===== config.mk =====
export PLATFORM = sky130hd
export DESIGN_NAME = alu_op_decoder
export DESIGN_NICKNAME = d
export VERILOG_FILES = /design/src/rtl/alu_op_pkg.sv /design/src/rtl/alu_rr_dec.sv /design/src/rtl/alu_ri_dec.sv /design/src/rtl/alu_op_decoder.sv
export SDC_FILE = /design/constraint.sdc
export NUM_CORES = 1
export LEC_CHECK = 0
export ABC_CLOCK_PERIOD_IN_PS = 2050
export BUFFER_PORTS_ARGS = -buffer_cell sky130_fd_sc_hd__buf_2
export CORE_AREA = 2 2 39 41
export DETAILED_ROUTE_END_ITERATION = 10
export DIE_AREA = 0 0 41 43
export PLACE_DENSITY_LB_ADDON = 0.08
export SYNTH_ARGS = -nofsm -noshare
export SYNTH_HDL_FRONTEND = slang
export SYNTH_SLANG_ARGS = --single-unit

===== constraint.sdc =====
create_clock -name vclk -period 2.05
set_input_delay 0.205 -clock vclk [all_inputs]
set_output_delay 0.205 -clock vclk [all_outputs]
set_load 0.05 [all_outputs]

===== src/rtl/alu_op_pkg.sv =====
package alu_op_pkg;

  localparam int unsigned CLS_W = 3;
  localparam int unsigned F3_W  = 3;
  localparam int unsigned F7_W  = 7;
  localparam int unsigned OP_W  = 5;

  typedef enum logic [CLS_W-1:0] {
    CLS_REG    = 3'd0,
    CLS_IMM    = 3'd1,
    CLS_LOAD   = 3'd2,
    CLS_STORE  = 3'd3,
    CLS_BRANCH = 3'd4,
    CLS_JUMP   = 3'd5,
    CLS_RSV6   = 3'd6,
    CLS_RSV7   = 3'd7
  } insn_cls_e;

  // funct7 value marking the multiply/divide group
  localparam logic [F7_W-1:0] F7_MULDIV = 7'b0000001;
  // funct7 bit separating sub/arith-shift from add/logical-shift
  localparam int unsigned     F7_ALT_BIT = 5;
  // funct3 value of the right-shift pair
  localparam logic [F3_W-1:0] F3_SHR = 3'd5;

  localparam logic [OP_W-1:0] OP_ADD    = 5'd0;
  localparam logic [OP_W-1:0] OP_SRA    = 5'd13;
  localparam logic [OP_W-1:0] OP_MULDIV = 5'd14;
  localparam logic [OP_W-1:0] OP_BRANCH = 5'd22;
  localparam logic [OP_W-1:0] OP_JUMP   = 5'd31;

endpackage


===== src/rtl/alu_rr_dec.sv =====
module alu_rr_dec
  import alu_op_pkg::*;
#(
  parameter logic [OP_W-1:0] MULDIV_BASE = OP_MULDIV
) (
  input  logic [F3_W-1:0] funct3_i,
  input  logic [F7_W-1:0] funct7_i,
  output logic [OP_W-1:0] op_o
);

  localparam int unsigned PAD_W = OP_W - F3_W - 1;

  logic is_muldiv;
  logic [OP_W-1:0] base_op;
  logic [OP_W-1:0] md_op;

  assign is_muldiv = (funct7_i == F7_MULDIV);
  assign base_op   = {{PAD_W{1'b0}}, funct7_i[F7_ALT_BIT], funct3_i};
  assign md_op     = MULDIV_BASE + {{(OP_W-F3_W){1'b0}}, funct3_i};
  assign op_o      = is_muldiv ? md_op : base_op;

  always_comb begin
    // the multiply/divide group lands in 14..21
    if (funct7_i == 7'b0000001)
      a_r2_muldiv_range: assert (op_o >= 5'd14 && op_o <= 5'd21);
    // plain funct7 of zero never yields a code above 7
    if (funct7_i == 7'b0000000)
      a_r1_base_low: assert (op_o < 5'd8);
  end

endmodule


===== src/rtl/alu_ri_dec.sv =====
module alu_ri_dec
  import alu_op_pkg::*;
(
  input  logic [F3_W-1:0] funct3_i,
  input  logic [F7_W-1:0] funct7_i,
  output logic [OP_W-1:0] op_o
);

  logic arith_shr;

  assign arith_shr = (funct3_i == F3_SHR) && funct7_i[F7_ALT_BIT];
  assign op_o      = arith_shr ? OP_SRA : {{(OP_W-F3_W){1'b0}}, funct3_i};

  always_comb begin
    // immediate forms other than right shift stay below 8
    if (funct3_i != 3'd5)
      a_r3_imm_low: assert (op_o < 5'd8);
    // right-shift immediate is either 5 or 13
    if (funct3_i == 3'd5)
      a_r4_shr_pair: assert (op_o == 5'd5 || op_o == 5'd13);
  end

endmodule


===== src/rtl/alu_op_decoder.sv =====
module alu_op_decoder
  import alu_op_pkg::*;
(
  input  logic [2:0] cls_i,
  input  logic [2:0] funct3_i,
  input  logic [6:0] funct7_i,
  output logic [4:0] alu_op_o
);

  logic [OP_W-1:0] rr_op;
  logic [OP_W-1:0] ri_op;
  insn_cls_e       cls;

  assign cls = insn_cls_e'(cls_i);

  alu_rr_dec #(.MULDIV_BASE(OP_MULDIV)) u_rr (
    .funct3_i (funct3_i),
    .funct7_i (funct7_i),
    .op_o     (rr_op)
  );

  alu_ri_dec u_ri (
    .funct3_i (funct3_i),
    .funct7_i (funct7_i),
    .op_o     (ri_op)
  );

  always_comb begin
    unique case (cls)
      CLS_REG:             alu_op_o = rr_op;
      CLS_IMM:             alu_op_o = ri_op;
      CLS_LOAD, CLS_STORE: alu_op_o = OP_ADD;
      CLS_BRANCH:          alu_op_o = OP_BRANCH;
      CLS_JUMP:            alu_op_o = OP_JUMP;
      default:             alu_op_o = OP_ADD;
    endcase
  end

  always_comb begin
    // memory classes use the add code
    if (cls_i == 3'd2 || cls_i == 3'd3)
      a_r5_mem_add: assert (alu_op_o == 5'd0);
    // branch code is fixed
    if (cls_i == 3'd4)
      a_r6_branch_fixed: assert (alu_op_o == 5'd22);
    // jump code is fixed
    if (cls_i == 3'd5)
      a_r7_jump_fixed: assert (alu_op_o == 5'd31);
    // unassigned classes give zero
    if (cls_i[2:1] == 2'b11)
      a_r8_rsv_zero: assert (alu_op_o == 5'd0);
  end

endmodule


* Word level (Yosys, flattened, before mapping) *
Cells that the tools add are included.

operators by class
  add/subtract/negate cells = 1
  equality and inequality tests = 5
  multiplexer cells = 3
  reduce and logical (&&, ||, !) cells = 2

operator list
  operator               count
  $pmux W5 S4            1
  $eq A3 B3 Y1 const B   3
  $eq A7 B1 Y1 const B   1
  $add A4 B3 Y5 const A  1
  $mux W5                1
  $mux W4                1
  $eq A3 B1 Y1 const B   1
  $logic_not A3 Y1       1
  $logic_and A1 B1 Y1    1

storage, ports and cells
  register bits after elaboration = 0
  bits of input ports = 13
  output and inout bits = 5
  word-level logic and storage cells = 11

* Longest topological paths before layout *
  depth in word-level cells = 4
  depth in mapped cells = 5
  depth with buffers taken out = 5

* Modules after synthesis *
Synthesis repeated with hierarchy kept, for this count alone.

unflattened totals
  cell total of the unflattened synthesis = 32
  area total of the unflattened synthesis = 231.5 µm²

by module, submodules not included
  module          instances  cells an instance  area an instance (µm²)  sequential area each (µm²)
  alu_op_decoder  1          14                 97.6                    0.0
  alu_rr_dec      1          11                 93.8                    0.0
  alu_ri_dec      1          7                  40.0                    0.0

* Least setup slack after synthesis *
No wires, ideal clock.

  kind = input -> output
  from = input funct7_i[1]
  to = output alu_op_o[3]
  arrival = 1831 ps
  data required time = 1845 ps
  path slack = 14 ps
  cell stages on the path = 3
  path buffers = 0
  cell sequence = nor4b_4 -> a311oi_1 -> a2111oi_2

between the ends
  cells in the longest elaborated chain, start to end = 3

RTL lines
  element       line                  text
  from (decl)   alu_op_decoder.sv:6   input logic [6:0] funct7_i,
  $eq A7 B1 Y1  n/a
  $mux W5       alu_rr_dec.sv:20      assign op_o = is_muldiv ? md_op : base_op;
  $pmux W5 S4   alu_op_decoder.sv:29  unique case (cls)
  to (decl)     alu_op_decoder.sv:7   output logic [4:0] alu_op_o

Every way passes these cells.

* Worst setup path in the final report *
Same ends and word-level chain as after synthesis.

==> flow_summary.json <==
{
  "drv_slew": 0,
  "cp_common_cell": "buf_2",
  "drc": 0,
  "hold_violations": 0,
  "grt_setup_unrepaired": "no",
  "fin_crit_sh": 0.859,
  "crit_required_ns": 1.85,
  "yosys.area.top_type": "and4b_1",
  "postRouteAntennaNets": 0,
  "coreArea_sq_um": 1380,
  "wirelength_microns": 567,
  "grt_max_degree": 9,
  "cpLargestDelayFamily": "compound AO/OA/AOI/OAI gates",
  "synth_cells": 23,
  "final_nets": 56,
  "fin_tns_setup_ns": 0,
  "peakVddDrop_mv": 0.0471,
  "syn_area_sq_um": 179,
  "fmax_ghz": 0.568,
  "design.seq.count": 0,
  "p_leak_nw": 0.149,
  "min_path_cells": 3,
  "slowest_delay_ns": 0.39,
  "cts_hold_buf": 0,
  "grtUsageTotal": 0.0669,
  "post_cts_buffers": 0,
  "post_drt_wl_per_cell_microns": 10.1,
  "vias_per_cell": 4.29,
  "grt_pass1_vias": 231,
  "run_status": "complete, no violations",
  "grt-ovfl-total": 0,
  "cp.buffers_inverters": 2,
  "die_w_microns": 41,
  "tightest_slew_ns": 0.455,
  "clock_buffers": 0,
  "hold_end": "alu_op_o[3]",
  "area_delta_synth_final_pct": 59.4,
  "dp_hpwl_microns": 499,
  "fin_crit_ns": 1.76,
  "slew_headroom": 0.694,
  "worst_setup_path_end_kind": "primary output",
  "dr.pass1.iters": 2,
  "crit_fanout": 6,
  "hp-start": "cls_i[1]",
  "p_per_area_nw_per_um2": 239,
  "io_pins": 18,
  "cts_resized": 0,
  "rows": 14,
  "gp_congestion": 0.675,
  "yosysSeqAreaShare": 0,
  "p_total_mw": 0.0681,
  "crit_path_start": "funct7_i[1]",
  "yosysUniqueCellTypes": 13,
  "synth_fp_nets": 37,
  "worstSetupPathType": "input port to primary output",
  "via_count": 240,
  "n_fill_cell": 166,
  "critPathSlowestCell": "nor4b_4",
  "regArea_sq_um": 0,
  "die-area_sq_um": 1760,
  "io_buffers": 18,
  "die_h_microns": 43,
  "post_route_cells_drive_above_1_share": 0.525,
  "max_cap_violations": 0,
  "synth_top_area_share": 0.168,
  "cp_data_arrival_time_ns": 1.56,
  "yosysWarnings": 0,
  "antenna_found_initial": 0,
  "min_path_type": "input port to primary output",
  "yosys-top-cells-area": "and4b_1, nor4b_4, nor3_1",
  "drt_iter0_markers": 3,
  "grt_pass1_wl_microns": 890,
  "start_util": 0.129,
  "num_antenna_cells": 0,
  "setup_viol": 0,
  "path_cells": "buf_2, nor4b_4, a311oi_1, a2111oi_2, buf_2",
  "syn_area_per_cell_sq_um": 7.78,
  "start_kind": "input port"
}
==> worst max path at each step <==
| stage | slack (ns) | endpoint | cells past startpoint |
|---|---|---|---|
| final | 0.29 | alu_op_o[3] | 5 |
| after global routing | 0.17 | alu_op_o[3] | 5 |
| after CTS | 0.26 | alu_op_o[3] | 5 |
| after detailed placement | 0.26 | alu_op_o[3] | 5 |
| after global placement | 0.31 | alu_op_o[3] | 5 |
| after floorplan | 0.01 | alu_op_o[3] | 3 |
==> placed cells by master (no fill, tap or decap), drive strengths merged <==
cell type and instances:
a2111oi 1, mux2i 1, buf 18, nor3 3, and4b 3, a211oi 2, ha 1, inv 4
nor4 1, a311oi 1, nor2 3, nor4b 1, a31oi 1
==> logic make-up after synthesis <==
family	Yosys count	share of synthesized area
simple gates	11	0.517
compound gates	5	0.252
buf+inv	5	0.105
mux	1	0.0559
fa+ha+maj	1	0.0699
==> synthesized netlist by cell type, drive strengths merged <==
master and n:
nor4 1, a211oi 2, ha 1, nor3 3, and4b 3, a31oi 1, mux2i 1, inv 4
a311oi 1, nor2 3, clkbuf 1, a2111oi 1, nor4b 1
==> final cells by class <==
class              instances  area, sq um  area share
inverters                  4         15.0      0.0526
multi-input cells         18          160       0.561
repair buffers            18         90.1       0.316
well taps                 16         20.0      0.0702
==> through the flow <==
stage                     hold slack [ns]  worst slack (ns)   util  std cells  instance area, sq um
after floorplan                     0.503            0.0137      -         23                   179
after global placement              0.811             0.311  0.206         56                   285
after detailed placement            0.815             0.261  0.206         56                   285
after CTS                           0.813             0.260  0.206         56                   285
after global routing                0.829             0.167  0.206         56                   285
final                               0.807             0.289  0.206         56                   285
==> metal layers <==
| layer | GRT usage | vias to the layer above | share of wire |
|---|---|---|---|
| met2 | 0.128 | 8 | 0.51 |
| met5 | 0 | - | 0 |
| met4 | 0 | 0 | 0 |
| met1 | 0.0823 | 104 | 0.45 |
| met3 | 0 | 0 | 0.044 |
| li1 | - | 128 | - |
==> where the power goes <==
group / switching [mW] / internal [mW] / leakage, nW
clock network: 0 / 0 / 0
logic: 0.0449 / 0.0232 / 0.149
registers: 0 / 0 / 0
No activity file was read; power rests on OpenSTA's default activity.
